==> src/rtl/sgi_pkg.sv <==
package sgi_pkg;
  localparam int ID_LSB   = 0;
  localparam int ID_BITS  = 10;
  localparam int LIST_LSB = 16;
  localparam int SEL_LSB  = 24;

  typedef enum logic [1:0] {
    SEL_LIST   = 2'd0,
    SEL_OTHERS = 2'd1,
    SEL_SELF   = 2'd2,
    SEL_ALL    = 2'd3
  } sgi_sel_e;
endpackage

==> src/rtl/sgi_decode.sv <==
module sgi_decode
  import sgi_pkg::*;
#(
  parameter int NUM_CPU = 8,
  parameter int NUM_ID  = 16,
  parameter int CPU_W   = (NUM_CPU > 1) ? $clog2(NUM_CPU) : 1,
  parameter int ID_W    = (NUM_ID > 1) ? $clog2(NUM_ID) : 1
) (
  input  logic               clk,
  input  logic               rst_n,
  input  logic               wr_en,
  input  logic [3:0]         wr_be,
  input  logic [CPU_W-1:0]   wr_cpu,
  input  logic [31:0]        wr_data,
  output logic               set_vld,
  output logic [ID_W-1:0]    set_id,
  output logic [NUM_CPU-1:0] set_mask
);
  localparam logic [NUM_CPU-1:0] ALL_CPU = {NUM_CPU{1'b1}};

  logic               full_wr;
  logic               id_ok;
  logic [ID_BITS-1:0] id_raw;
  logic [NUM_CPU-1:0] self_mask;
  logic [NUM_CPU-1:0] list_mask;
  sgi_sel_e           sel;

  assign full_wr   = wr_en & (&wr_be);
  assign id_raw    = wr_data[ID_LSB +: ID_BITS];
  assign id_ok     = (id_raw < ID_BITS'(NUM_ID));
  assign list_mask = wr_data[LIST_LSB +: NUM_CPU];
  assign sel       = sgi_sel_e'(wr_data[SEL_LSB +: 2]);

  for (genvar c = 0; c < NUM_CPU; c++) begin : g_self
    assign self_mask[c] = (wr_cpu == CPU_W'(c));
  end

  always_comb begin
    unique case (sel)
      SEL_LIST:   set_mask = list_mask;
      SEL_OTHERS: set_mask = ALL_CPU & ~self_mask;
      SEL_SELF:   set_mask = self_mask;
      default:    set_mask = ALL_CPU;
    endcase
  end

  assign set_vld = full_wr & id_ok;
  assign set_id  = id_raw[ID_W-1:0];

  AST_OTHERS_SKIP_WRITER: assert property (@(posedge clk) disable iff (!rst_n)
    (set_vld && sel == SEL_OTHERS) |-> ((set_mask & self_mask) == '0));
endmodule

==> src/rtl/sgi_pend_bank.sv <==
module sgi_pend_bank #(
  parameter int NUM_ID = 16,
  parameter int ID_W   = (NUM_ID > 1) ? $clog2(NUM_ID) : 1
) (
  input  logic              clk,
  input  logic              rst_n,
  input  logic              set_en,
  input  logic [ID_W-1:0]   set_id,
  input  logic              ack_vld,
  input  logic [ID_W-1:0]   ack_id,
  output logic [NUM_ID-1:0] pend_q
);
  logic [NUM_ID-1:0] set_vec;
  logic [NUM_ID-1:0] clr_vec;
  logic [NUM_ID-1:0] pend_d;
  logic              upd;

  always_comb begin
    set_vec = '0;
    clr_vec = '0;
    if (set_en)  set_vec[set_id] = 1'b1;
    if (ack_vld) clr_vec[ack_id] = 1'b1;
    pend_d = set_vec | (pend_q & ~clr_vec);
    upd    = set_en | ack_vld;
  end

  always_ff @(posedge clk or negedge rst_n) begin
    if (!rst_n)   pend_q <= '0;
    else if (upd) pend_q <= pend_d;
  end

  AST_SET_STICKS: assert property (@(posedge clk) disable iff (!rst_n)
    set_en |=> pend_q[$past(set_id)]);
  AST_SET_BEATS_ACK: assert property (@(posedge clk) disable iff (!rst_n)
    (set_en && ack_vld && set_id == ack_id) |=> pend_q[$past(ack_id)]);
  AST_ACK_CLEARS: assert property (@(posedge clk) disable iff (!rst_n)
    (ack_vld && !(set_en && set_id == ack_id)) |=> !pend_q[$past(ack_id)]);
endmodule

==> src/rtl/sgi_dispatch.sv <==
module sgi_dispatch
  import sgi_pkg::*;
#(
  parameter int NUM_CPU = 8,
  parameter int NUM_ID  = 16,
  parameter int CPU_W   = (NUM_CPU > 1) ? $clog2(NUM_CPU) : 1,
  parameter int ID_W    = (NUM_ID > 1) ? $clog2(NUM_ID) : 1
) (
  input  logic                      clk,
  input  logic                      rst_n,
  input  logic                      wr_en,
  input  logic [3:0]                wr_be,
  input  logic [CPU_W-1:0]          wr_cpu,
  input  logic [31:0]               wr_data,
  input  logic [NUM_CPU-1:0]        ack_vld,
  input  logic [NUM_CPU*ID_W-1:0]   ack_id,
  output logic [NUM_CPU*NUM_ID-1:0] pend_o
);
  localparam int PEND_W = NUM_CPU * NUM_ID;

  logic               set_vld;
  logic [ID_W-1:0]    set_id;
  logic [NUM_CPU-1:0] set_mask;

  sgi_decode #(
    .NUM_CPU (NUM_CPU),
    .NUM_ID  (NUM_ID),
    .CPU_W   (CPU_W),
    .ID_W    (ID_W)
  ) u_decode (
    .clk      (clk),
    .rst_n    (rst_n),
    .wr_en    (wr_en),
    .wr_be    (wr_be),
    .wr_cpu   (wr_cpu),
    .wr_data  (wr_data),
    .set_vld  (set_vld),
    .set_id   (set_id),
    .set_mask (set_mask)
  );

  for (genvar c = 0; c < NUM_CPU; c++) begin : g_bank
    sgi_pend_bank #(
      .NUM_ID (NUM_ID),
      .ID_W   (ID_W)
    ) u_bank (
      .clk     (clk),
      .rst_n   (rst_n),
      .set_en  (set_vld & set_mask[c]),
      .set_id  (set_id),
      .ack_vld (ack_vld[c]),
      .ack_id  (ack_id[c*ID_W +: ID_W]),
      .pend_q  (pend_o[c*NUM_ID +: NUM_ID])
    );
  end

  AST_PARTIAL_WRITE_IGNORED: assert property (@(posedge clk) disable iff (!rst_n)
    !(wr_en && (&wr_be)) |=> ((pend_o & ~$past(pend_o)) == PEND_W'(0)));
  AST_HIGH_ID_IGNORED: assert property (@(posedge clk) disable iff (!rst_n)
    (wr_data[ID_LSB +: ID_BITS] >= ID_BITS'(NUM_ID)) |=> ((pend_o & ~$past(pend_o)) == PEND_W'(0)));
endmodule

==> config.mk <==
export PLATFORM = sky130hd
export DESIGN_NAME = sgi_dispatch
export DESIGN_NICKNAME = d
export VERILOG_FILES = /design/src/rtl/sgi_pkg.sv /design/src/rtl/sgi_decode.sv /design/src/rtl/sgi_pend_bank.sv /design/src/rtl/sgi_dispatch.sv
export SDC_FILE = /design/constraint.sdc
export NUM_CORES = 1
export LEC_CHECK = 0
export ABC_CLOCK_PERIOD_IN_PS = 900
export BUFFER_PORTS_ARGS = -buffer_cell sky130_fd_sc_hd__buf_2
export CORE_ASPECT_RATIO = 0.8
export CORE_MARGIN = 1.5
export CORE_UTILIZATION = 45
export DETAILED_ROUTE_END_ITERATION = 8
export GPL_TIMING_DRIVEN = 0
export PLACE_DENSITY = 0.73
export SLEW_MARGIN = 20
export SYNTH_ARGS = -nofsm -noshare
export SYNTH_HDL_FRONTEND = slang
export SYNTH_HIERARCHICAL = 1
export SYNTH_SLANG_ARGS = --single-unit
==> constraint.sdc <==
create_clock -name clk -period 0.9 [get_ports clk]
set_input_delay 0.135 -clock clk [delete_from_list [all_inputs] [get_ports clk]]
set_output_delay 0.135 -clock clk [all_outputs]
set_load 0.02 [all_outputs]
==> metrics.csv <==
stage;metric;value;unit
timing;unrepaired setup endpoints after global routing;true;
worst_setup_path;most used cell, CP;buf_6;
status;failing checks;hold timing, setup timing;
die;# IOs;210;
power_and_ir_drop;Max VDD drop;1225;µV
worst_setup_path;Cell Chain, Critical Path;buf_6, or4b_4, nor3_4, buf_12, and2_4, buf_6, nand3b_1, o21ai_1;
global_routing;Tot GR Track Use;28.58;%
synth;Synth cell types;27;
power_and_ir_drop;Sequential Power Share;43.4;%
power_and_ir_drop;power share of the clock group;48.6;%
finish;Largest register FFs;128;
clock_tree;maximum level of the CTS H-tree;4;
timing;worst slew pin tran;0.5529;ns
finish;P&R area growth vs syn;57.03;%
drt;drt drc;0;
synth;Syn Area/Cell;10.01;µm²
power_and_ir_drop;P per Cell Area;1439;nW/µm²
worst_setup_path;CP max stage cell;or4b_4;
drt;1st-iter DRT viols;380;
timing;setup TNS;-81.79;ns
clock_tree;root buffer cell;clkbuf_16;
power_and_ir_drop;switching share of total power;23.67;%
worst_setup_path;crit path launch type;input port;
die;Die ar.;13780;µm²
status;outcome;finished, violations left;
worst_setup_path;CP max FO;8;
place;Placer Congestion;0.9073;
drt;Post-Route WL;19670;µm
drt;Avg Vias per Cell;5.810;
power_and_ir_drop;Pint;10160;µW
global_routing;initial antenna violation count;1;
clock_tree;largest buffer count on any clock path;2;
clock_tree;CTS Buf Count;17;
clock_tree;TritonCTS clock tree;built;
worst_setup_path;Setup CP Type;in -> reg;
timing;slew margin rel.;63.01;%
clock_tree;CTS Hold Buffers Added;1;
worst_setup_path;slowest stage delay, CP;0.54;ns
global_routing;first-pass GRT wire length;30170;µm
die;Die X;130.9;µm
timing;fin crit period;1.459;ns
timing;Peak Freq;685.6;MHz
timing;Final Hold Viols;45;
synth;syn nets;670;
worst_setup_path;Critical Path AT;1.79;ns
power_and_ir_drop;NetSw;3149;µW
synth;Cell Area, Synth;5888;µm²
place;HPWL Detailed;12140;µm
timing;final worst slack;-0.5585;ns
timing;Final Skew;0;ns
drt;ANT nets after route;0;
timing;fin crit share;162.1;%
min_path;Hold Path Class;in -> async;
power_and_ir_drop;Leakage;0.004206;µW
finish;Nets;925;
global_routing;vias in the first global route;5914;
flow_run;max-cap viol count;0;
clock_tree;total clock sinks;128;
synth;Warnings, synthesis;6;
clock_tree;clock-pin slew on the worst setup and hold paths;0.05;ns
global_routing;pin count of the biggest net entering global routing;84;
timing;WHS;-0.3634;ns
clock_tree;clk_lat worst skew;0.42;ns
finish;layout cells sized above 1;45.43;%
worst_setup_path;CP bufs+invs;3;
global_routing;Congestion Overflow GR;0;
finish;Largest Register;g_bank.u_bank/pend_q;
finish;Top Registers;g_bank.u_bank/pend_q x128;
die;area of the core;12820;µm²
synth;FF+latch count, synth;128;
place;port bufs;191;
drt;routed len/inst;19.10;µm
die;Die Ht;105.3;µm
synth;Mapped Cells;588;
timing;fin. max-slew vios;0;
worst_setup_path;largest delay contributor family on the critical path;simple AND/OR/NAND/NOR gates;
die;num rows;37;
worst_setup_path;Critical Path RT;1.24;ns
drt;router iterations before antenna repair;5;
die;Starting Density;45.92;%
synth;register area share after synthesis;54.40;%
power_and_ir_drop;Comb pwr share;8.0;%
worst_setup_path;Crit. End Element;register;
drt;Vias;5984;
timing;Final setup viols;256;
place;dpl ws;-1.080;ns
## per-layer routing
| layer | part of all wire [%] | up-vias | routed length, µm | global-route usage, % |
|---|---|---|---|---|
| li1 | - | 2706 | - | - |
| met1 | 39 | 2920 | 7752 | 36.60 |
| met2 | 50 | 324 | 9824 | 45.90 |
| met3 | 8.3 | 34 | 1632 | 7.919 |
| met4 | 2.3 | 0 | 461 | 11.22 |
| met5 | 0 | - | 0 | 0 |
## cell families after synthesis
kind of cell | share of synthesized area (%)
AOI/OAI and AO/OA | 23.65
DFF | 54.40
and+or+nand+nor | 20.87
buffers and inverters | 1.084
## cells in the mapped netlist
cell,instances,area share [%]
a221o_1,8,1.4
nand2b_1,40,4.2
or2_2,16,1.7
or3_1,1,0.11
or3b_4,6,1.1
nand3_1,19,1.6
and4b_1,1,0.17
buf_2,3,0.25
and4b_2,2,0.38
buf_6,1,0.19
o31a_1,1,0.15
or4b_1,1,0.17
buf_4,5,0.64
or2b_1,2,0.25
dfrtp_1,128,54
nor3_1,2,0.17
o21ai_0,200,17
nand2_1,25,1.6
and4bb_2,3,0.64
o21ai_1,47,4.0
or3b_1,13,1.9
nand4_1,1,0.11
nand3b_1,43,5.5
o31ai_1,9,1.1
and4_2,1,0.17
and2_1,8,0.85
nor2_1,2,0.13
## power by group through the flow
stage | Clock (µW) | Sequential (µW) | Combinational [µW]
after floorplan | 0 | 5870 | 448
after detailed placement | 0 | 5870 | 968
after global routing | 6880 | 5760 | 1170
final | 6470 | 5770 | 1070
after CTS | 6550 | 5770 | 1020
after global placement | 0 | 5870 | 926
## through the flow
| step | area (µm²) | instances | util, % | hold WS [ns] | total power, µW |
|---|---|---|---|---|---|
| finish | 9246 | 1030 | 72.10 | -0.3634 | 13310 |
| global route | 9246 | 1030 | 72.10 | -0.3371 | 13810 |
| floorplan | 5938 | 588 | - | -0.1606 | 6322 |
| global placement | 7113 | 954 | 55.47 | 0.4172 | 6794 |
| detailed placement | 7147 | 955 | 55.73 | 0.09275 | 6835 |
| CTS | 8954 | 1012 | 69.82 | -0.3481 | 13330 |
## area by class of cell
| cell class | instances | area, µm² |
|---|---|---|
| diodes | 1 | 2.502 |
| plain buffers | 9 | 63.81 |
| clock buffers | 24 | 491.7 |
| clock inverters | 6 | 57.56 |
| fillers | 905 | 3577 |
| multi-input cells | 451 | 3024 |
| flip-flops and latches | 128 | 3204 |
| well taps | 175 | 219.0 |
| repair buffers | 236 | 2183 |
## cell usage in the layout, fill, tap and decap left out, types with 2 or more instances in the layout
| cell type | instances |
|---|---|
| buf_4 | 36 |
| or3b_1 | 6 |
| and4b_2 | 2 |
| clkbuf_16 | 17 |
| nand2b_1 | 40 |
| o21ai_0 | 97 |
| nor2_1 | 2 |
| buf_6 | 142 |
| and4bb_2 | 3 |
| clkbuf_1 | 3 |
| or2b_1 | 2 |
| nand3_4 | 9 |
| nand3b_1 | 43 |
| or2_2 | 16 |
| o31ai_1 | 8 |
| nand2_1 | 24 |
| o21ai_1 | 90 |
| nand3_1 | 10 |
| a221o_1 | 8 |
| or3b_4 | 13 |
| and2_4 | 8 |
| clkbuf_8 | 4 |
| dfrtp_1 | 127 |
| clkinv_2 | 4 |
| o21ai_2 | 60 |
| buf_2 | 64 |
## final timing paths
path | startpoint | to | slack, ns | cells after the start
min in group clk | ack_id[2] | g_bank[0].u_bank/pend_q[1] | 0.02 | 3
hold reg to reg | g_bank[7].u_bank/pend_q[0] | g_bank[7].u_bank/pend_q[0] | 0.52 | 2
hold / removal | rst_n | g_bank[7].u_bank/pend_q[2] | -0.36 | 1
setup / recovery | wr_data[9] | g_bank[6].u_bank/pend_q[5] | -0.56 | 8
setup reg to reg | g_bank[0].u_bank/pend_q[12] | g_bank[0].u_bank/pend_q[12] | -0.06 | 4
max in group asynchronous | rst_n | g_bank[2].u_bank/pend_q[3] | 0.50 | 2
## timing repair
| action | 4_1_cts | 5_1_grt |
|---|---|---|
| pin swaps | 41 | 32 |
| setup endpoints to repair | 256 | 256 |
| hold endpoints to repair | 46 | 45 |
| buffers inserted | 26 | 17 |
| gates resized for setup | 321 | 43 |
(Power assumes the default switching activity.)
